**src/rtl/nic_pkg.sv**
```systemverilog
package nic_pkg;
   localparam int unsigned ADR_PEND      = 0;
   localparam int unsigned ADR_MASK      = 1;
   localparam int unsigned ADR_STAT      = 2;
   localparam int unsigned ADR_DCTL_BASE = 8;
   localparam int unsigned STAT_GIE_BIT  = 0;
   localparam int unsigned STAT_LVL_LSB  = 3;
   localparam int unsigned DCTL_IE_BIT   = 7;
endpackage

```
**src/rtl/nic_prio_pick.sv**
```systemverilog
module nic_prio_pick #(
   parameter int N     = 7,
   parameter int IDX_W = 3
) (
   input  logic [N-1:0]     elig,
   output logic             any,
   output logic [N-1:0]     grant,
   output logic [IDX_W-1:0] idx
);
   logic [N:0] blocked;

   assign blocked[0] = 1'b0;

   for (genvar i = 0; i < N; i++) begin : g_chain
      assign blocked[i+1] = blocked[i] | elig[i];
      assign grant[i]     = elig[i] & ~blocked[i];
   end

   assign any = blocked[N];

   always_comb begin
      idx = '0;
      for (int i = 0; i < N; i++) begin
         if (grant[i]) idx = IDX_W'(i);
      end
   end
endmodule

```
**src/rtl/nic_lvl_stack.sv**
```systemverilog
module nic_lvl_stack #(
   parameter int DEPTH = 7,
   parameter int W     = 3
) (
   input  logic         clk,
   input  logic         rst_n,
   input  logic         push,
   input  logic         pop,
   input  logic [W-1:0] din,
   output logic [W-1:0] top,
   output logic         empty,
   output logic         full
);
   localparam int PTR_W = $clog2(DEPTH + 1);
   localparam int SLOTS = 1 << PTR_W;

   logic [W-1:0]     mem [SLOTS];
   logic [PTR_W-1:0] cnt;

   assign empty = (cnt == '0);
   assign full  = (cnt == PTR_W'(DEPTH));
   assign top   = empty ? '0 : mem[cnt - PTR_W'(1)];

   always_ff @(posedge clk) begin
      if (!rst_n) begin
         cnt <= '0;
      end else if (push && !full) begin
         cnt <= cnt + PTR_W'(1);
      end else if (pop && !empty) begin
         cnt <= cnt - PTR_W'(1);
      end
   end

   always_ff @(posedge clk) begin
      if (push && !full) mem[cnt] <= din;
   end

   AST_NO_OVERFLOW:  assert property (@(posedge clk) disable iff (!rst_n) push |-> !full);
   AST_NO_UNDERFLOW: assert property (@(posedge clk) disable iff (!rst_n) pop |-> !empty);
   AST_NO_PUSH_POP:  assert property (@(posedge clk) disable iff (!rst_n) !(push && pop));
endmodule

```
**src/rtl/nic_pend_bank.sv**
```systemverilog
module nic_pend_bank #(
   parameter int N = 7
) (
   input  logic         clk,
   input  logic         rst_n,
   input  logic [N-1:0] set,
   input  logic [N-1:0] clr,
   output logic [N-1:0] pend
);
   always_ff @(posedge clk) begin
      if (!rst_n) pend <= '0;
      else        pend <= (pend & ~clr) | set;
   end

   AST_SET_LANDS: assert property (@(posedge clk) disable iff (!rst_n)
      (|set) |=> ((pend & $past(set)) == $past(set)));
   AST_CLR_DROPS: assert property (@(posedge clk) disable iff (!rst_n)
      (|(clr & ~set)) |=> ((pend & $past(clr & ~set)) == '0));
endmodule

```
**src/rtl/nest_irq_ctrl.sv**
```systemverilog
module nest_irq_ctrl
   import nic_pkg::*;
#(
   parameter int N_DEV  = 7,
   parameter int LVL_W  = 3,
   parameter int DATA_W = 8,
   parameter int ADDR_W = 4
) (
   input  logic              clk,
   input  logic              rst_n,
   input  logic [N_DEV-1:0]  dev_irq,
   input  logic              wr_en,
   input  logic [ADDR_W-1:0] addr,
   input  logic [DATA_W-1:0] wr_data,
   output logic [DATA_W-1:0] rd_data,
   input  logic              irq_ack,
   input  logic              irq_ret,
   output logic              irq_req,
   output logic [N_DEV-1:0]  irq_grant,
   output logic [LVL_W-1:0]  irq_vec
);
   localparam int STK_DEPTH = N_DEV;

   if (N_DEV >= (1 << LVL_W)) begin : g_bad_levels
      $error("N_DEV must leave one level code free for the main program");
   end
   if (N_DEV > DATA_W || DCTL_IE_BIT >= DATA_W || STAT_LVL_LSB + LVL_W > DATA_W) begin : g_bad_data
      $error("DATA_W too narrow for the register layout");
   end
   if (DCTL_IE_BIT < LVL_W) begin : g_bad_dctl
      $error("device enable bit overlaps the level field");
   end
   if (ADR_DCTL_BASE + N_DEV > (1 << ADDR_W)) begin : g_bad_addr
      $error("ADDR_W too narrow for the device control registers");
   end

   logic [N_DEV-1:0] pend, mask_q, dev_ie_q, elig, grant_raw, discard, clr, wr_dctl;
   logic [LVL_W-1:0] win_idx, cur_lvl, stk_top;
   logic             any_elig, gie, win_urgent, ack_take, ret_take;
   logic             stk_empty, stk_full, wr_pend, wr_mask, wr_stat;

   assign wr_pend = wr_en && (addr == ADDR_W'(ADR_PEND));
   assign wr_mask = wr_en && (addr == ADDR_W'(ADR_MASK));
   assign wr_stat = wr_en && (addr == ADDR_W'(ADR_STAT));

   always_ff @(posedge clk) begin
      if (!rst_n)       mask_q <= '0;
      else if (wr_mask) mask_q <= wr_data[N_DEV-1:0];
   end

   for (genvar i = 0; i < N_DEV; i++) begin : g_dev
      assign wr_dctl[i] = wr_en && (addr == ADDR_W'(ADR_DCTL_BASE + i));
      always_ff @(posedge clk) begin
         if (!rst_n)          dev_ie_q[i] <= 1'b0;
         else if (wr_dctl[i]) dev_ie_q[i] <= wr_data[DCTL_IE_BIT];
      end
      assign discard[i] = gie && elig[i] && (LVL_W'(i) >= cur_lvl);
   end

   assign elig = pend & mask_q & dev_ie_q;

   nic_prio_pick #(.N(N_DEV), .IDX_W(LVL_W)) u_pick (
      .elig  (elig),
      .any   (any_elig),
      .grant (grant_raw),
      .idx   (win_idx)
   );

   assign win_urgent = (win_idx < cur_lvl);
   assign irq_req    = gie && any_elig && win_urgent;
   assign irq_grant  = irq_req ? grant_raw : '0;
   assign irq_vec    = win_idx;
   assign ack_take   = irq_req && irq_ack;
   assign ret_take   = irq_ret && !ack_take && !stk_empty;

   assign clr = discard
              | (ack_take ? grant_raw : '0)
              | (wr_pend ? wr_data[N_DEV-1:0] : '0);

   nic_pend_bank #(.N(N_DEV)) u_pend (
      .clk   (clk),
      .rst_n (rst_n),
      .set   (dev_irq),
      .clr   (clr),
      .pend  (pend)
   );

   nic_lvl_stack #(.DEPTH(STK_DEPTH), .W(LVL_W)) u_stack (
      .clk   (clk),
      .rst_n (rst_n),
      .push  (ack_take),
      .pop   (ret_take),
      .din   (cur_lvl),
      .top   (stk_top),
      .empty (stk_empty),
      .full  (stk_full)
   );

   always_ff @(posedge clk) begin
      if (!rst_n) begin
         gie     <= 1'b0;
         cur_lvl <= '1;
      end else if (ack_take) begin
         gie     <= 1'b0;
         cur_lvl <= win_idx;
      end else if (ret_take) begin
         gie     <= 1'b1;
         cur_lvl <= stk_top;
      end else if (wr_stat) begin
         gie     <= wr_data[STAT_GIE_BIT];
         cur_lvl <= wr_data[STAT_LVL_LSB +: LVL_W];
      end
   end

   always_comb begin
      rd_data = '0;
      if (addr == ADDR_W'(ADR_PEND)) begin
         rd_data[N_DEV-1:0] = pend;
      end else if (addr == ADDR_W'(ADR_MASK)) begin
         rd_data[N_DEV-1:0] = mask_q;
      end else if (addr == ADDR_W'(ADR_STAT)) begin
         rd_data[STAT_GIE_BIT]              = gie;
         rd_data[STAT_LVL_LSB +: LVL_W]     = cur_lvl;
      end else begin
         for (int i = 0; i < N_DEV; i++) begin
            if (addr == ADDR_W'(ADR_DCTL_BASE + i)) begin
               rd_data[DCTL_IE_BIT] = dev_ie_q[i];
               rd_data[LVL_W-1:0]   = LVL_W'(i);
            end
         end
      end
   end

   AST_GRANT_ONEHOT: assert property (@(posedge clk) disable iff (!rst_n) $onehot0(grant_raw));
   AST_GRANT_LOWEST: assert property (@(posedge clk) disable iff (!rst_n)
      irq_req |-> ((elig & (irq_grant - N_DEV'(1))) == '0));
   AST_ACK_ENTRY:    assert property (@(posedge clk) disable iff (!rst_n)
      ack_take |=> (!gie && cur_lvl == $past(win_idx)));
   AST_ACK_RETIRES:  assert property (@(posedge clk) disable iff (!rst_n)
      (ack_take && ((dev_irq & grant_raw) == '0)) |=> ((pend & $past(grant_raw)) == '0));
   AST_RET_REARMS:   assert property (@(posedge clk) disable iff (!rst_n) ret_take |=> gie);
   AST_NO_STK_FULL:  assert property (@(posedge clk) disable iff (!rst_n) ack_take |-> !stk_full);
endmodule

```
**config.mk**
```make
export PLATFORM = sky130hd
export DESIGN_NAME = nest_irq_ctrl
export DESIGN_NICKNAME = d
export VERILOG_FILES = /design/src/rtl/nic_pkg.sv /design/src/rtl/nic_prio_pick.sv /design/src/rtl/nic_lvl_stack.sv /design/src/rtl/nic_pend_bank.sv /design/src/rtl/nest_irq_ctrl.sv
export SDC_FILE = /design/constraint.sdc
export NUM_CORES = 1
export LEC_CHECK = 0
export BUFFER_PORTS_ARGS = -buffer_cell sky130_fd_sc_hd__buf_2
export CAP_MARGIN = 20
export CORE_MARGIN = 3
export CORE_UTILIZATION = 53
export CTS_CLUSTER_DIAMETER = 30
export DETAILED_ROUTE_END_ITERATION = 8
export PLACE_DENSITY = 0.85
export SYNTH_ARGS = -nofsm -noshare
export SYNTH_HDL_FRONTEND = slang
export SYNTH_SLANG_ARGS = --single-unit
```
**constraint.sdc**
```tcl
create_clock -name clk -period 7.5 [get_ports clk]
set_clock_uncertainty 0.2 [all_clocks]
set_input_delay 1.5 -clock clk [delete_from_list [all_inputs] [get_ports clk]]
set_output_delay 1.5 -clock clk [all_outputs]
set_load 0.02 [all_outputs]
```
# == Yosys cells after proc, flatten, opt, wreduce, memory -nomap -nowiden ==
# Memories as Yosys holds them, arrays and structs flattened.
# Index checks and enable logic that the tools add are counted.
# totals
ff_bits,28
latch_bits,0
mem_bits_rw,24
mem_bits_ro,0
inputBits,24
elab_cells,140
memories,1
# memory_table
name,depth,width,rd,rd_clocked_by_memory_dff,write_ports,line_no,source
u_stack.mem,8,3,1,0,1,nic_lvl_stack.sv:17,logic [W-1:0] mem [SLOTS];
# classes
addsub,2
n_mul,0
div_mod_pow,0
magnitude_cmp,8
eq_ne,10
n_shift,0
muxes,41
bitwise_logic,26
n_reduce_logical,40
# op_table
cell,n
two-way mux 3 bit,17
logical AND 1 bit,31
"equality test 4 bit, second input constant",7
two-way mux 7 bit,4
AND 7 bit,3
bitwise OR 7 bit,3
two-way mux 1 bit,18
"greater-or-equal comparator 3 bit, first input constant",3
NOT 1 bit,7
NOT 7 bit,1
AND 1 bit,6
"greater-or-equal comparator 1 x 3 -> 1 bit, first input constant",2
"greater-or-equal comparator 2 x 3 -> 1 bit, first input constant",2
two-way mux 6 bit,1
bitwise OR 1 bit,6
"equality test 4 x 1 -> 1 bit, second input constant",1
"equality test 4 x 2 -> 1 bit, second input constant",1
zero test 4 bit,1
nonzero test 2 bit,2
"adder 3 x 1 -> 3 bit, second input constant",1
"equality test 3 bit, second input constant",1
zero test 1 bit,3
zero test 3 bit,1
< comparator 3 bit,1
4 further kinds,4

# == Logic depth before layout (Yosys ltp) ==
# Gate-level depths: netlist of run 1.
# depth
depth_word,19
depth_mapped,12

# == Hierarchy ==
# From an unflattened synthesis of run 1, not the netlist that was laid out.
# hier_totals
hier_cells,313
hier_area_um2,3072.9
# modules_own_cells
module,n_inst,cells_per_inst,area_per_inst_um2,seq_area_each_um2
nest_irq_ctrl,1,177,1458.9,360.3
nic_lvl_stack,1,95,1256.2,780.7
nic_pend_bank,1,21,236.5,140.1
nic_prio_pick,1,20,121.4,0.0

# == Worst setup path before layout of run 1 ==
# OpenSTA, ideal clock, no wires.
# synth_timing
kind,input port to output port
from,in addr[0]
to,out rd_data[1]
t_arrival_ps,2890
t_required_ps,5800
slack_ps,2910
path_stages,4
n_path_buf,2
path_cell_list,buf_2 > clkbuf_1 > mux2i_1 > o41ai_1
# synth_between
elab_chain_len,9
word_cells_on_any_way,16
# synth_rtl
item,line_no,source
start: declaration,nest_irq_ctrl.sv:13,"input logic [ADDR_W-1:0] addr,"
equality test 4 bit,nest_irq_ctrl.sv:126,if (addr == ADDR_W'(ADR_DCTL_BASE + i)) begin
two-way mux 3 bit (5 in a row),nest_irq_ctrl.sv:126,
two-way mux 2 bit,nest_irq_ctrl.sv:121,end else if (addr == ADDR_W'(ADR_STAT)) begin
two-way mux 6 bit,nest_irq_ctrl.sv:119,end else if (addr == ADDR_W'(ADR_MASK)) begin
two-way mux 7 bit *,nest_irq_ctrl.sv:117,if (addr == ADDR_W'(ADR_PEND)) begin
end: declaration,nest_irq_ctrl.sv:15,"output logic [DATA_W-1:0] rd_data,"
# Every way passes the cells marked *; elsewhere a longest branch is shown, timed or not.

# == Final worst setup path of run 1 ==
# layout_timing
from,reg u_pend.pend[2]
to,out irq_grant[4]
# layout_between
elab_chain_len,12
word_cells_on_any_way,25
# layout_rtl
item,line_no,source
start: declaration,nic_pend_bank.sv:8,output logic [N-1:0] pend
start signal: assignment,nic_pend_bank.sv:12,else pend <= (pend & ~clr) | set;
AND 7 bit * (2 in a row),nest_irq_ctrl.sv:60,assign elig = pend & mask_q & dev_ie_q;
bitwise OR 1 bit,nic_prio_pick.sv:15,assign blocked[i+1] = blocked[i] | elig[i];
NOT 1 bit or bitwise OR 1 bit (tied branches),"nic_prio_pick.sv:16, nic_prio_pick.sv:15",
AND 1 bit (tied with other cells),nic_prio_pick.sv:16,assign grant[i] = elig[i] & ~blocked[i];
two-way mux 3 bit (tied with other cells) (2 in a row),nic_prio_pick.sv:24,if (grant[i]) idx = IDX_W'(i);
two-way mux 3 bit or AND 1 bit (tied branches),"nic_prio_pick.sv:24, nic_prio_pick.sv:16",
two-way mux 3 bit,nic_prio_pick.sv:24,
< comparator 3 bit,nest_irq_ctrl.sv:69,assign win_urgent = (win_idx < cur_lvl);
logical AND 1 bit,nest_irq_ctrl.sv:70,assign irq_req = gie && any_elig && win_urgent;
two-way mux 7 bit *,nest_irq_ctrl.sv:71,assign irq_grant = irq_req ? grant_raw : '0;
end: declaration,nest_irq_ctrl.sv:19,"output logic [N_DEV-1:0] irq_grant,"
# Marks and branches as above.

==> flow_summary.toml, run 1 <==
[route]
highest_layer = "met4"
drtIter0Drc = 296
wire_per_inst_um = 17.8
wl_met2_um = 3310
wl_met1_um = 3190
viasPerCell = 6.19
antenna_left = 0
met3_length_um = 588
drc = 0
routed_wl_um = 7250
vias = 2519
dr.pass1.iters = 5

[worst_setup_path]
cp-start-kind = "flip-flop"
reg2reg_to = "u_stack.mem[0][2]"
path_max_fanout = 9
worstSetupEndpoint = "irq_grant[4]"
cp-end-kind = "output pin"
cp_num_cells = 11
worstPathCellList = "nand3_2, nand4_4, or4_1, nand2_1, ha_1, nand2_1, nor4b_4, a2bb2oi_4, o311ai_2, nor3_1, buf_2"
rr_worst_depth = 11
path_common_cell = "nand2_1"
cp_data_required_time_ns = 5.80
critPathKind = "flip-flop to output pin"
crit_family = "simple AND/OR/NAND/NOR gates"
cp_num_buf_inv = 1
r2r_slack_ns = 3.69
arrival_ns = 3.28
max_stage_delay_ns = 0.62
startpoint = "u_pend.pend[2]"
r2r_start = "u_pend.pend[2]"
cp_slowest_cell = "or4_1"

[synth]
synth.top_cell.area_share_pct = 23.9
synth_area_mm2 = 0.00301
syn_nets = 331
yosys.area.top_type = "edfxtp_1"
synth.area.top_cells = "edfxtp_1, dfxtp_1, mux2i_1, mux4_2, nor2_1"
synthCells = 301
ys_ff_latch = 52
synth_edf_count = 24
synth.most_common_cell = "nor2_1"
synth_commonest_cells = "nor2_1, nand2_1, dfxtp_1"
ys_seq_area_share_pct = 42.6
yosysUniqueCellTypes = 63
syn_area_per_cell_um2 = 10.0
synth_top_flop_cell = "dfxtp_1"
yosys_warnings = 0
async_reset_ff_share_pct = 0

[floorplan]
dieArea_mm2 = 0.00662
ios = 43
core_area_mm2 = 0.00530
start_util_pct = 56.8
row_count = 26
chipHeight_um = 81.4
die_w_um = 81.4

[clocking]
cts_resized = 0
cts_max_path_buffers = 2
clk_latency_ns = 0.32
tritoncts = "done"
cts-root-buf = "clkbuf_8"
path_clk_slew_ns = 0.10
cts_hold_buf = 0
cts.sinks = 52
cts_htree_levels = 2
cts_buffers = 5
cts_setup_buffers = 0

[global_route]
antenna_found_initial = 0
overflow = 0
grtUsageTotal_pct = 24.0
grt_pass1_vias = 2375
grt_pass1_wl_um = 12000
grt_max_degree = 23

[final_layout]
drive_above_1_share_pct = 23.7
area_growth_pct = 10.8
nNetsFinal = 366
antenna_cells = 0
fin_cells = 407

[placement]
dp_cells = 399
dpl.hpwl_um = 5260
place.gp.congestion = 0.926
portBuffers = 42

[sta]
hold_viol_final = 0
timing.setup.tns_ns = 0
period_minus_slack_ns = 4.98
fmax_mhz = 201
post-route-period-util_pct = 66.4
slew_headroom_pct = 33.3
rsz0062_at_grt = "false"
slew_violations = 0
tightest_slew_ns = 0.993
setup_viol = 0

[pwr]
p_leak_nw = 1.38
powerDensity_mw_per_mm2 = 188
max-vdd-ir-drop_v = 0.000120

[flow_run]
maxCapViolCount = 0

[outcome]
outcome = "finished, final reports clean"

[min_path]
hold_path.class = "flip-flop to flip-flop"
[worst register-to-register path, delay by kind of cell, from the launching register on]
family / cells / cell delay [ns]
simple gates: 9 / 2.43
compound gates: 1 / 0.22
flops: 1 / 0.36
fa+ha+maj: 1 / 0.25
[worst min path at each step]
stage	from	endpoint	cells after the start
final	u_pend.pend[6]	u_pend.pend[6]	2
after global routing	u_pend.pend[6]	u_pend.pend[6]	2
after CTS	u_pend.pend[6]	u_pend.pend[6]	2
after detailed placement	u_pend.pend[6]	u_pend.pend[6]	2
after global placement	u_pend.pend[6]	u_pend.pend[6]	2
after floorplan	dev_ie_q[3]	dev_ie_q[3]	2
[kinds of logic after synthesis]
group	Yosys count	share of synthesized area (%)
buf+inv	31	4.28
flops	52	42.6
xor+xnor	2	0.582
compound gates	62	15.5
fa+ha+maj	6	2.49
mux	36	15.1
simple gates	112	19.5
[cell type report]
class / count / area, um2
well taps: 70 / 87.6
clock buffers: 6 / 72.6
fillers: 442 / 1970
multi-input cells: 218 / 1600
repair buffers: 43 / 218
flip-flops and latches: 52 / 1280
inverters: 16 / 60.1
clock inverters: 2 / 16.3
[per-stage QoR]
stage / instance area (um2) / power, mW / util, % / hold WS, ns / setup slack (ns)
after floorplan: 3010 / 0.431 / - / 0.275 / 2.91
after global placement: 3250 / 0.466 / 61.2 / 0.308 / 3.04
after detailed placement: 3250 / 0.469 / 61.2 / 0.317 / 2.91
after CTS: 3340 / 0.630 / 62.9 / 0.331 / 2.54
after global routing: 3340 / 0.657 / 62.9 / 0.348 / 2.36
final: 3340 / 0.628 / 62.9 / 0.331 / 2.52
[sequential cells by signal (all words and copies together) (netlist names)]
signal and count:
gie 1, dev_ie_q 7, u_stack.cnt 3, u_pend.pend 7, mask_q 7, u_stack.mem 24
cur_lvl 3
[metal layers]
metal  GRT usage, %  vias up
met2           36.7      114
met5              0        -
met4           8.45        0
met1           33.2     1205
li1               -     1178
met3           5.76       22
[layout by cell type (no fill, tap or decap), types with 6 or more instances in the layout]
cell,instances
mux4_2,7
dfxtp_1,28
o21ai_0,10
mux2i_1,26
ha_1,6
nor2_1,31
buf_2,42
nand3_1,10
edfxtp_1,24
a21oi_1,20
nor3_1,14
inv_1,14
nand2_1,30
[report_power, final]
part | internal (mW) | switching [mW]
Sequential | 0.310 | 0.0266
Combinational | 0.0613 | 0.0665
Clock | 0.0666 | 0.0964
Note: power is estimated with default switching activity, not from simulation.
==> run 2: changes to the inputs <==
==> constraint.sdc (replaced) <==
create_clock -name clk -period 5.18 [get_ports clk]
set_clock_uncertainty 0.2 [all_clocks]
set_input_delay 1.036 -clock clk [delete_from_list [all_inputs] [get_ports clk]]
set_output_delay 1.036 -clock clk [all_outputs]
set_load 0.02 [all_outputs]
==> flow_summary.toml, run 2 (synthesized netlist as in run 1, its figures left out) <==
[global_route]
grt_pass1_wl_um = 12100
antenna_found_initial = 0
overflow = 0
grt_max_degree = 23
grtUsageTotal_pct = 24.1
grt_pass1_vias = 2398

[sta]
hold_slack_ns = 0.343
rsz0062_at_grt = "false"
tightest_slew_ns = 1.01
hold_viol_final = 0
timing.setup.tns_ns = 0
setup_viol = 0
slew_headroom_pct = 32.1
fmax_mhz = 223
post-route-period-util_pct = 86.7
slew_violations = 0
period_minus_slack_ns = 4.49

[worst_setup_path]
cp-start-kind = "flip-flop"
path_max_fanout = 9
arrival_ns = 3.26
critPathKind = "flip-flop to output pin"
r2r_slack_ns = 1.34
cp_data_required_time_ns = 3.94
cp-end-kind = "output pin"

[min_path]
hold_path.class = "flip-flop to flip-flop"

[clocking]
cts.sinks = 52
cts_htree_levels = 2
cts_hold_buf = 0
path_clk_slew_ns = 0.11
cts_buffers = 5
cts_resized = 0
tritoncts = "done"
clk_latency_ns = 0.31
cts_setup_buffers = 0
cts-root-buf = "clkbuf_8"
cts_max_path_buffers = 2

[placement]
dpl.hpwl_um = 5470
portBuffers = 42
place.gp.congestion = 0.932
post_dp_cell_area_mm2 = 0.00325
dp_cells = 399

[final_layout]
largest_register = "u_stack.mem"
largest_reg_flops = 24
fin_cells = 407
n_fill_cell = 416
nNetsFinal = 366
drive_above_1_share_pct = 24.0
antenna_cells = 0
final_cell_mix = "buf_2, nor2_1, nand2_1"
final_common_cell = "buf_2"
area_growth_pct = 11.1
final_core_util_pct = 63.0
postLayoutCellArea_mm2 = 0.00334

[pwr]
max-vdd-ir-drop_v = 0.000210
power_switching_share_pct = 29.8
p_leak_nw = 1.39
p_comb_share_pct = 20.6
p_int_mw = 0.648
pwr-share-seq_pct = 52.7
powerDensity_mw_per_mm2 = 276
power.share.clock_pct = 26.7
power_switching_mw = 0.275

[floorplan]
die_w_um = 81.4
ios = 43
start_util_pct = 56.8
core_area_mm2 = 0.00530
row_count = 26
dieArea_mm2 = 0.00662
chipHeight_um = 81.4

[flow_run]
maxCapViolCount = 0

[route]
dr.pass1.iters = 7
viasPerCell = 6.22
wire_per_inst_um = 18.3
routed_wl_um = 7460
antenna_left = 0
drc = 0
drtIter0Drc = 242
vias = 2531

[outcome]
outcome = "finished, final reports clean"
## run 2: cell count changes in the layout (fill, tap and decap cells not counted)
cell        delta
clkbuf_1       -1
clkbuf_8       +1
clkinvlp_4     -1
clkinv_4       -1
inv_6          +1
clkinv_2       +1
## run 2: final cells by class
class                           instances  area (um2)  share of cell area (%)
Clock buffer                            6        82.6                    2.47
Clock inverter                          2        13.8                   0.412
Inverter                               16        60.1                    1.80
Multi-Input combinational cell        218        1600                    47.9
Sequential cell                        52        1280                    38.3
Tap cell                               70        87.6                    2.62
Timing Repair Buffer                   43         218                    6.51
## run 2: through the flow
step / power [mW] / setup slack [ns]
2_1_floorplan: 0.624 / 1.11
3_3_place_gp: 0.677 / 1.22
3_5_place_dp: 0.683 / 1.07
4_1_cts: 0.922 / 0.727
5_1_grt: 0.964 / 0.526
6_report: 0.923 / 0.688
## run 2: power groups by stage
stage / Sequential (mW) / Combinational [mW] / Clock [mW]
6_report: 0.486 / 0.191 / 0.246
4_1_cts: 0.486 / 0.190 / 0.246
2_1_floorplan: 0.477 / 0.148 / 0
3_3_place_gp: 0.493 / 0.184 / 0
5_1_grt: 0.491 / 0.208 / 0.264
3_5_place_dp: 0.495 / 0.188 / 0
## run 2: final timing paths
path,start,endpoint,depth (start not counted)
worst min register to register,u_pend.pend[6],u_pend.pend[6],2
worst max-delay path,mask_q[2],irq_grant[2],11
worst max register to register,mask_q[2],u_stack.mem[0][0],11
worst min-delay path,u_pend.pend[6],u_pend.pend[6],2
## run 2: worst max-delay path, cell delays in order, from the launching register on
cell,delay (ns)
dfxtp_1,0.35
nand3_2,0.19
nand4_4,0.21
or4_1,0.64
nand2_1,0.15
ha_1,0.24
nand2_1,0.18
nor4b_4,0.08
a2bb2oi_4,0.23
o311ai_2,0.27
nor3_1,0.21
buf_2,0.20
## run 2: metal layers
metal / track usage, % / part of all wire (%) / vias to the layer above
met2: 35.7 / 46 / 153
met4: 6.93 / 1.2 / 0
met3: 5.76 / 9.9 / 9
met1: 34.9 / 43 / 1196
li1: - / - / 1173
met5: 0 / 0 / -
==> run 3: changes to the inputs <==
--- a/config.mk
+++ b/config.mk
@@ -7,11 +7,13 @@
 export LEC_CHECK = 0
 export BUFFER_PORTS_ARGS = -buffer_cell sky130_fd_sc_hd__buf_2
 export CAP_MARGIN = 20
+export CELL_PAD_IN_SITES_DETAIL_PLACEMENT = 1
+export CELL_PAD_IN_SITES_GLOBAL_PLACEMENT = 2
 export CORE_MARGIN = 3
-export CORE_UTILIZATION = 53
+export CORE_UTILIZATION = 36
 export CTS_CLUSTER_DIAMETER = 30
 export DETAILED_ROUTE_END_ITERATION = 8
-export PLACE_DENSITY = 0.85
+export PLACE_DENSITY = 0.89
 export SYNTH_ARGS = -nofsm -noshare
 export SYNTH_HDL_FRONTEND = slang
 export SYNTH_SLANG_ARGS = --single-unit
==> flow_summary.toml, run 3 (synthesized netlist as in run 1, its figures left out) <==
[pwr]
p_leak_nw = 1.39
max-vdd-ir-drop_v = 0.000140
powerDensity_mw_per_mm2 = 276

[floorplan]
core_area_mm2 = 0.00793
chipHeight_um = 97.4
row_count = 32
start_util_pct = 38.0
dieArea_mm2 = 0.00950
ios = 43
die_w_um = 97.4

[worst_setup_path]
rr_worst_depth = 11
cp_data_required_time_ns = 3.94
worstPathCellList = "nand3_2, nand4_4, or4_1, nand2_1, ha_1, nand2_1, nor4b_4, a2bb2oi_4, o311ai_2, nor3_1, buf_2"
cp-start-kind = "flip-flop"
startpoint = "mask_q[2]"
crit_family = "simple AND/OR/NAND/NOR gates"
cp_num_buf_inv = 1
r2r_start = "mask_q[2]"
critPathKind = "flip-flop to output pin"
r2r_slack_ns = 1.29
max_stage_delay_ns = 0.64
cp_slowest_cell = "or4_1"
path_max_fanout = 9
arrival_ns = 3.26
path_common_cell = "nand2_1"
reg2reg_to = "u_stack.mem[0][1]"
cp-end-kind = "output pin"

[clocking]
path_clk_slew_ns = 0.11
clk_latency_ns = 0.32
cts_setup_buffers = 0
cts_max_path_buffers = 2
cts_hold_buf = 0
cts.sinks = 52
tritoncts = "done"
cts_resized = 0
cts_buffers = 5
cts-root-buf = "clkbuf_8"
cts_htree_levels = 2

[sta]
post-route-period-util_pct = 86.8
hold_viol_final = 0
fmax_mhz = 222
period_minus_slack_ns = 4.50
slew_violations = 0
setup_viol = 0
tightest_slew_ns = 0.992
slew_headroom_pct = 33.3
timing.setup.tns_ns = 0
finalWorstSetupSlack_ns = 0.682
rsz0062_at_grt = "false"

[placement]
dpl.hpwl_um = 6320
pre_cts_ws_ns = 1.04
place.gp.congestion = 0.853
portBuffers = 42
post_dp_cell_area_mm2 = 0.00329

[global_route]
antenna_found_initial = 0
overflow = 0
grt_max_degree = 23
grtUsageTotal_pct = 18.0
grt_pass1_vias = 2493
grt_pass1_wl_um = 13600

[final_layout]
nNetsFinal = 366
final_common_cell = "buf_2"
final_core_util_pct = 42.7
postLayoutCellArea_mm2 = 0.00338
largest_register = "u_stack.mem"
largest_reg_flops = 24
final_cell_mix = "buf_2, nor2_1, nand2_1"
area_growth_pct = 12.4
n_fill_cell = 942
antenna_cells = 0
seq_area_mm2 = 0.00128
drive_above_1_share_pct = 24.0
multiInputGateArea_mm2 = 0.00160

[min_path]
hold_start = "dev_ie_q[6]"
min_path_cells = 2
min_to = "dev_ie_q[6]"
hold_path.class = "flip-flop to flip-flop"

[route]
vias = 2481
drtIter0Drc = 148
antenna_left = 0
wire_per_inst_um = 19.2
dr.pass1.iters = 4
routed_wl_um = 8420
drc = 0
viasPerCell = 5.65

[outcome]
outcome = "finished, final reports clean"

[flow_run]
maxCapViolCount = 0
run 3: cell count changes in the layout (fill, tap and decap cells not counted), sizes merged:
cell	change
clkbuf	-1
clkinvlp	+1
run 3: tightest hold or removal path, stage by stage, from the launching register on:
cell	delay, ns
dfxtp_1	0.36
mux2i_1	0.08
nor2_1	0.08
run 3: layout make-up:
| cell class | count | area share (%) |
|---|---|---|
| timing repair buffer | 43 | 6.43 |
| sequential | 52 | 37.9 |
| clock inverter | 3 | 0.814 |
| clock buffer | 5 | 2.03 |
| tap | 102 | 3.77 |
| inverter | 16 | 1.78 |
| multi-input combinational | 218 | 47.3 |
run 3: worst max path at each step:
stage	endpoint	slack [ns]	cells after the start
2_1_floorplan	irq_grant[2]	1.11	10
3_3_place_gp	irq_grant[2]	1.18	11
3_5_place_dp	irq_grant[2]	1.04	11
4_1_cts	irq_grant[2]	0.68	11
5_1_grt	irq_grant[2]	0.49	11
6_report	irq_grant[2]	0.68	11
run 3: metal layers:
layer	wire, um	global-route usage [%]
met1	4110	26.9
met2	3660	26.2
met3	520	3.59
met4	119	5.43
met5	0	0
run 3: power by group:
group          leakage (nW)  total (mW)  switching [mW]  internal [mW]
Sequential            0.438       0.489          0.0400          0.449
Clock                0.0463       0.252           0.153         0.0996
Combinational         0.905       0.193           0.103         0.0893
run 3: stage by stage:
step	power, mW	std cells	hold slack, ns
2_1_floorplan	0.624	301	0.275
3_3_place_gp	0.687	431	0.310
3_5_place_dp	0.692	431	0.321
4_1_cts	0.940	439	0.348
5_1_grt	0.981	439	0.393
6_report	0.934	439	0.348
